$ cat config.mk
export PLATFORM = sky130hd
export DESIGN_NAME = fwd_unit
export DESIGN_NICKNAME = d
export VERILOG_FILES = /design/src/rtl/fwd_pkg.sv /design/src/rtl/fwd_tail_reg.sv /design/src/rtl/fwd_pick.sv /design/src/rtl/fwd_unit.sv
export SDC_FILE = /design/constraint.sdc
export NUM_CORES = 1
export LEC_CHECK = 0
export ABC_AREA = 1
export BUFFER_PORTS_ARGS = -buffer_cell sky130_fd_sc_hd__buf_2
export CAP_MARGIN = 0
export CORE_MARGIN = 4
export CORE_UTILIZATION = 45
export DETAILED_ROUTE_END_ITERATION = 8
export PLACE_DENSITY = 0.75
export SLEW_MARGIN = 0
export SYNTH_ARGS = -nofsm -noshare
export SYNTH_HDL_FRONTEND = slang
export SYNTH_SLANG_ARGS = --single-unit
$ cat constraint.sdc
create_clock -name clk -period 1.7 [get_ports clk]
set_input_delay 0.17 -clock clk [delete_from_list [all_inputs] [get_ports clk]]
set_output_delay 0.17 -clock clk [all_outputs]
set_load 0.1 [all_outputs]
$ cat src/rtl/fwd_pkg.sv
package fwd_pkg;
  localparam int unsigned NSTG  = 3;
  localparam int unsigned SEL_W = $clog2(NSTG + 1);
  localparam logic [SEL_W-1:0] SEL_RF   = 2'd0;
  localparam logic [SEL_W-1:0] SEL_XM   = 2'd1;
  localparam logic [SEL_W-1:0] SEL_MW   = 2'd2;
  localparam logic [SEL_W-1:0] SEL_TAIL = 2'd3;
endpackage

$ cat src/rtl/fwd_tail_reg.sv
module fwd_tail_reg #(
  parameter int unsigned DW = 16,
  parameter int unsigned AW = 3
) (
  input  logic          clk,
  input  logic          rst_n,
  input  logic [AW-1:0] wr_tgt,
  input  logic [DW-1:0] wr_data,
  output logic [AW-1:0] tgt_q,
  output logic [DW-1:0] data_q
);
  logic          data_en;
  logic [AW-1:0] tgt_d;
  logic [DW-1:0] data_d;

  always_comb begin
    data_en = (wr_tgt != '0);
    tgt_d   = wr_tgt;
    data_d  = data_en ? wr_data : data_q;
  end

  always_ff @(posedge clk or negedge rst_n) begin
    if (!rst_n) begin
      tgt_q  <= '0;
      data_q <= '0;
    end else begin
      tgt_q  <= tgt_d;
      data_q <= data_d;
    end
  end

  assert_tail_tgt_R5: assert property (@(posedge clk) disable iff (!rst_n)
    1'b1 |=> (tgt_q == $past(wr_tgt)));
  assert_tail_data_R5: assert property (@(posedge clk) disable iff (!rst_n)
    (wr_tgt != '0) |=> (data_q == $past(wr_data)));
endmodule

$ cat src/rtl/fwd_pick.sv
module fwd_pick
  import fwd_pkg::*;
#(
  parameter int unsigned DW = 16,
  parameter int unsigned AW = 3
) (
  input  logic                      clk,
  input  logic                      rst_n,
  input  logic [AW-1:0]             idx,
  input  logic [DW-1:0]             rf_val,
  input  logic [NSTG-1:0][AW-1:0]   stg_tgt,
  input  logic [NSTG-1:0][DW-1:0]   stg_data,
  output logic [SEL_W-1:0]          sel,
  output logic [DW-1:0]             val
);
  // Stage 0 is youngest; scan oldest first so the youngest match wins.
  always_comb begin
    sel = SEL_RF;
    for (int k = NSTG - 1; k >= 0; k--) begin
      if ((idx != '0) && (stg_tgt[k] == idx)) sel = SEL_W'(k + 1);
    end
  end

  always_comb begin
    val = rf_val;
    for (int k = 0; k < NSTG; k++) begin
      if (sel == SEL_W'(k + 1)) val = stg_data[k];
    end
  end

  assert_zero_src_R2: assert property (@(posedge clk) disable iff (!rst_n)
    (idx == '0) |-> (sel == SEL_RF && val == rf_val));
  assert_youngest_R3: assert property (@(posedge clk) disable iff (!rst_n)
    (idx != '0 && idx == stg_tgt[0]) |-> (sel == SEL_XM && val == stg_data[0]));
  assert_file_path_R6: assert property (@(posedge clk) disable iff (!rst_n)
    (sel == SEL_RF) |-> (val == rf_val));
endmodule

$ cat src/rtl/fwd_unit.sv
module fwd_unit
  import fwd_pkg::*;
#(
  parameter int unsigned DW = 16,
  parameter int unsigned AW = 3
) (
  input  logic             clk,
  input  logic             rst_n,
  input  logic [AW-1:0]    src_a_idx,
  input  logic [DW-1:0]    src_a_rf,
  input  logic [AW-1:0]    src_b_idx,
  input  logic [DW-1:0]    src_b_rf,
  input  logic [AW-1:0]    xm_tgt,
  input  logic [DW-1:0]    xm_data,
  input  logic [AW-1:0]    mw_tgt,
  input  logic [DW-1:0]    mw_data,
  output logic             rf_we,
  output logic [SEL_W-1:0] sel_a,
  output logic [SEL_W-1:0] sel_b,
  output logic [DW-1:0]    opnd_a,
  output logic [DW-1:0]    opnd_b
);
  localparam int unsigned NOPS = 2;

  logic [AW-1:0]             tail_tgt;
  logic [DW-1:0]             tail_data;
  logic [NSTG-1:0][AW-1:0]   stg_tgt;
  logic [NSTG-1:0][DW-1:0]   stg_data;
  logic [NOPS-1:0][AW-1:0]   op_idx;
  logic [NOPS-1:0][DW-1:0]   op_rf;
  logic [NOPS-1:0][SEL_W-1:0] op_sel;
  logic [NOPS-1:0][DW-1:0]   op_val;

  assign rf_we = (mw_tgt != '0);

  fwd_tail_reg #(.DW(DW), .AW(AW)) u_tail (
    .clk     (clk),
    .rst_n   (rst_n),
    .wr_tgt  (mw_tgt),
    .wr_data (mw_data),
    .tgt_q   (tail_tgt),
    .data_q  (tail_data)
  );

  always_comb begin
    stg_tgt[0]  = xm_tgt;
    stg_data[0] = xm_data;
    stg_tgt[1]  = mw_tgt;
    stg_data[1] = mw_data;
    stg_tgt[2]  = tail_tgt;
    stg_data[2] = tail_data;
    op_idx[0]   = src_a_idx;
    op_rf[0]    = src_a_rf;
    op_idx[1]   = src_b_idx;
    op_rf[1]    = src_b_rf;
  end

  for (genvar g = 0; g < NOPS; g++) begin : g_op
    fwd_pick #(.DW(DW), .AW(AW)) u_pick (
      .clk      (clk),
      .rst_n    (rst_n),
      .idx      (op_idx[g]),
      .rf_val   (op_rf[g]),
      .stg_tgt  (stg_tgt),
      .stg_data (stg_data),
      .sel      (op_sel[g]),
      .val      (op_val[g])
    );
  end

  assign sel_a  = op_sel[0];
  assign sel_b  = op_sel[1];
  assign opnd_a = op_val[0];
  assign opnd_b = op_val[1];

  assert_tail_needs_write_R7: assert property (@(posedge clk) disable iff (!rst_n)
    (sel_a == SEL_TAIL) |-> (tail_tgt != '0 && tail_tgt == src_a_idx));
  assert_write_enable_R1: assert property (@(posedge clk) disable iff (!rst_n)
    rf_we |=> (tail_tgt != '0));
endmodule

After elaboration in Yosys (flattened, before gate mapping) --
Index checks and enable logic that the tools add are counted.
Word-level totals: bits in registers 19, output and inout bits 37, logic and storage cells 35
Cells by class: equal/unequal tests 12, mux-type cells 12, reduce and logical (&&, ||, !) cells 9
Operators with widths (number):
- $mux W16 | 6
- $eq A3 B3 Y1 | 6
- $mux W2 | 6
- $reduce_bool A3 Y1 | 3
- $eq A2 B2 Y1 const B | 4
- $logic_and A1 B1 Y1 | 6
- $eq A2 B1 Y1 const B | 2

Depth between registers and ports, before layout --
depth after elaboration 9, depth in mapped cells 11, depth with buffers taken out 10

Hierarchy --
Synthesis repeated with hierarchy kept, for this count alone.
Unflattened totals: cells, all modules 510, area, all modules 2777.7 µm²
By module, submodules not included:
- fwd_pick | instances 2, cells an instance 217, area each 1016.0 µm²
- fwd_tail_reg | instances 1, cells an instance 73, area each 734.5 µm²
- fwd_unit | instances 1, cells an instance 3, area each 11.3 µm²

Least setup slack after synthesis --
Ideal clock, no wire load.
path kind reg-to-output, from register u_tail.tgt_q[1], to output port sel_a[0], data arrival time 1.906 ns, path slack -0.376 ns, cell stages (with the launch flop) 6, buffers on the path 1, path through dfrtp_1 xor2_1 nor3_4 buf_2 o21ai_0 nand2_1
Between the ends: longest elaborated chain between the ends 5
Ends and longest elaborated chain:
- start, declared | RTL line fwd_tail_reg.sv:9 | output logic [AW-1:0] tgt_q,
- start signal, assigned | RTL line fwd_tail_reg.sv:27 | tgt_q <= tgt_d;
- $eq A3 B3 Y1 | RTL line fwd_pick.sv:20 | if ((idx != '0) && (stg_tgt[k] == idx)) sel = SEL_W'(k + 1);
- $logic_and A1 B1 Y1 | RTL line fwd_pick.sv:20
- $mux W2 (3 in a row) | RTL line fwd_pick.sv:20
- end, declared | RTL line fwd_unit.sv:18 | output logic [SEL_W-1:0] sel_a,
Every way passes these cells.

Worst setup path after layout --
from register u_tail.tgt_q[1], to output port opnd_b[9]
Between the ends: longest elaborated chain between the ends 9, elaborated cells between the ends (all ways) 11
Ends and longest elaborated chain:
- $eq A3 B3 Y1 * | RTL line fwd_pick.sv:20
- $logic_and A1 B1 Y1 * | RTL line fwd_pick.sv:20
- $mux W2 * (3 in a row) | RTL line fwd_pick.sv:20
- $eq A2 B1 Y1 | RTL line fwd_pick.sv:27 | if (sel == SEL_W'(k + 1)) val = stg_data[k];
- $mux W16 (2 in a row) | RTL line fwd_pick.sv:27
- $mux W16 * | RTL line fwd_pick.sv:27
- end, declared | RTL line fwd_unit.sv:21 | output logic [DW-1:0] opnd_b
Every way passes the cells marked *; elsewhere a longest branch is shown, timed or not.

==> metrics.txt <==
status finished with violations; failing checks setup timing; clk_skew 0 ps; Hold Crit Class in2reg; # setup viols final 36; WL/cell 18.68 um; htree depth 1; first-pass GRT wire length 19280 um; Seq cells post-synth 19; Clk Tree Root Cell clkbuf_8; antenna cells 0; Tmin final 2124 ps; pwr/cell area 801.9 mW/mm^2; Hold Path End u_tail.tgt_q[2]; Clock transition at path regs 80 ps; Port-buffer cells 114; Die Wd 84.61 um; Worst R2R Path Depth 1; f_max 470.9 MHz; kind of cell adding the most delay to the critical path simple AND/OR/NAND/NOR gates; Mapped Cells 452; Max-cap violations 0; number of vias per cell 5.847; routability cong. 0.9902; DR vias 3824; final hold vios 0; CTS tree yes; Initial Utilization 47.10%; gr usage total 33.12%; post-route ant nets 0; crit path DAT 1950 ps; initial antenna violation count 0; worst path bufs/invs 3; DR iter-0 viols 410; worst slack, placed -167.0 ps; hold path depth 1; Clock Path Buffers 2; Tcrit/Tclk final 124.9%; FP Rows 27; final WL 12220 um; total gr overflow 0; Final Max Tran Viols 0; Tot Pwr 3.826 mW; CP max-delay cell dfrtp_1; worst hold path startpoint mw_tgt[2]; First-pass DRT Iterations 6; Syn. warnings 0; Ports 115; Critical Path Max Stage Delay 440 ps; maximum VDD drop 0.5141 mV; fill cell count 315; leakage power 2.511 nW; clock sink count 19; Yosys cell types 21; largest net degree at the start of global routing 26; die area 0.007159 mm^2; syn_nets 530; critical path class reg2out; post-DP HPWL 8579 um; unrepaired setup endpoints after global routing true; Setup WS post-layout -423.6 ps; reg2reg start u_tail.data_q[7]; post-synthesis sequential area ratio 18.00%; relative slew slack 69.54%; worst skew pair latency 260 ps; r2r setup slk 880 ps; Core Box Area 0.005608 mm^2; Reg2Reg Capture Point u_tail.data_q[7]; worst path required time 1530 ps; nets@finish 661; drt drc 0; Top cell by count, worst path buf_12; synthesized cell area 0.002641 mm^2; share of layout cells above drive strength 1 45.19%; post-layout util 85.07%; height of the die 84.61 um; total CTS buffers 3; vias in the first global route 3726; worst-path fanout max 14; actual slew at the worst max-slew pin 456.9 ps; Mapped Avg Cell Area 5.844 um^2; Worst Setup Start Kind flip-flop; crit end category output pin; worst-path cell chain xnor2_2, nand2_1, nor3_4, buf_6, nand3_4, buf_12, nand2_4, nand2_8, buf_12; area grow syn2layout 80.63%
-- final cells by class --
type	instances	area (um^2)	area share [%]
clock inverters	1	5.005	0.1049
clock buffers	3	41.29	0.8655
repair buffers	153	1551	32.52
multi-input cells	345	2379	49.86
inverters	61	229.0	4.799
flip-flops and latches	19	475.5	9.966
well taps	72	90.09	1.888
-- kinds of logic after synthesis --
family | count (synthesis) | share of synthesized area [%]
muxes | 16 | 6.821
buffers and inverters | 88 | 14.31
AOI/OAI and AO/OA | 3 | 0.9950
xor gates and xnor gates | 6 | 1.990
DFF | 19 | 18.00
and+or+nand+nor | 320 | 57.89
-- sequential cells by signal, indices dropped and copies added (netlist names) --
name / flops
u_tail.tgt_q: 3
u_tail.data_q: 16
-- worst max path at each step --
stage                               start         end  slack [ps]  cells past startpoint
after floorplan           u_tail.tgt_q[1]    sel_a[0]         -60                      5
final                     u_tail.tgt_q[1]   opnd_b[9]        -420                      9
after global routing      u_tail.tgt_q[1]   opnd_b[9]        -480                      9
after detailed placement     src_a_idx[1]  opnd_a[13]        -170                     13
after CTS                 u_tail.tgt_q[1]  opnd_b[11]        -390                      7
after global placement       src_a_idx[1]   opnd_a[5]        -120                     11
-- what timing repair did --
action / CTS / global route
endpoints found under the hold margin: 19 / 0
hold buffers: 1 / 0
pin swaps: 8 / 2
buffers inserted: 6 / 0
resized for setup: 41 / 7
setup endpoints to repair: 36 / 36
cloned: 0 / 0
-- cells in the final DEF, fill, tap and decap left out, drive strengths merged --
cell type / instances
dlygate4sd3: 1
nand4: 32
xnor2: 3
buf: 152
clkbuf: 3
nand3: 102
clkinv: 1
o21ai: 3
inv: 61
nor2: 7
nor3: 2
mux2: 16
dfrtp: 19
xor2: 3
nand2: 177
-- synthesized netlist by cell type --
cell / number / area, um^2
buf_2: 14 / 70.07
buf_4: 4 / 30.03
buf_6: 2 / 22.52
clkbuf_1: 7 / 26.28
dfrtp_1: 19 / 475.5
inv_1: 58 / 217.7
inv_2: 3 / 11.26
mux2_2: 16 / 180.2
nand2_1: 173 / 649.4
nand2_4: 4 / 45.04
nand3_1: 100 / 500.5
nand3_4: 2 / 35.03
nand4_1: 32 / 200.2
nor2_1: 1 / 3.750
nor2_2: 1 / 6.260
nor2_4: 5 / 56.30
nor3_4: 2 / 32.53
o21ai_0: 2 / 10.01
o21ai_4: 1 / 16.27
xnor2_1: 3 / 26.28
xor2_1: 3 / 26.28
-- power breakdown --
| part | total (mW) | switching, mW | internal [mW] |
|---|---|---|---|
| sequential | 0.514 | 0.0309 | 0.483 |
| clock | 0.334 | 0.170 | 0.164 |
| combinational | 2.98 | 1.93 | 1.05 |
| total | 3.83 | 2.13 | 1.70 |
-- stage by stage --
step           hold slack [ps]  std cells  setup TNS [ps]  cell area [um^2]
5_1_grt                  73.43        654          -15870              4771
3_3_place_gp             147.4        643           -2254              4451
6_report                 74.50        654          -13180              4771
3_5_place_dp             144.6        643           -3913              4451
2_1_floorplan           -125.6        452          -88.96              3080
4_1_cts                  48.35        654          -11980              4740
-- routing by layer --
metal  track usage [%]  vias to the layer above  wire length [um]
li1                  -                     1729                 -
met3             5.692                       53              1244
met1             41.74                     1764              4635
met2             55.44                      278              5854
met5                 0                        -                 0
met4             14.10                        0               482
Power figures use the tool's default switching activity.
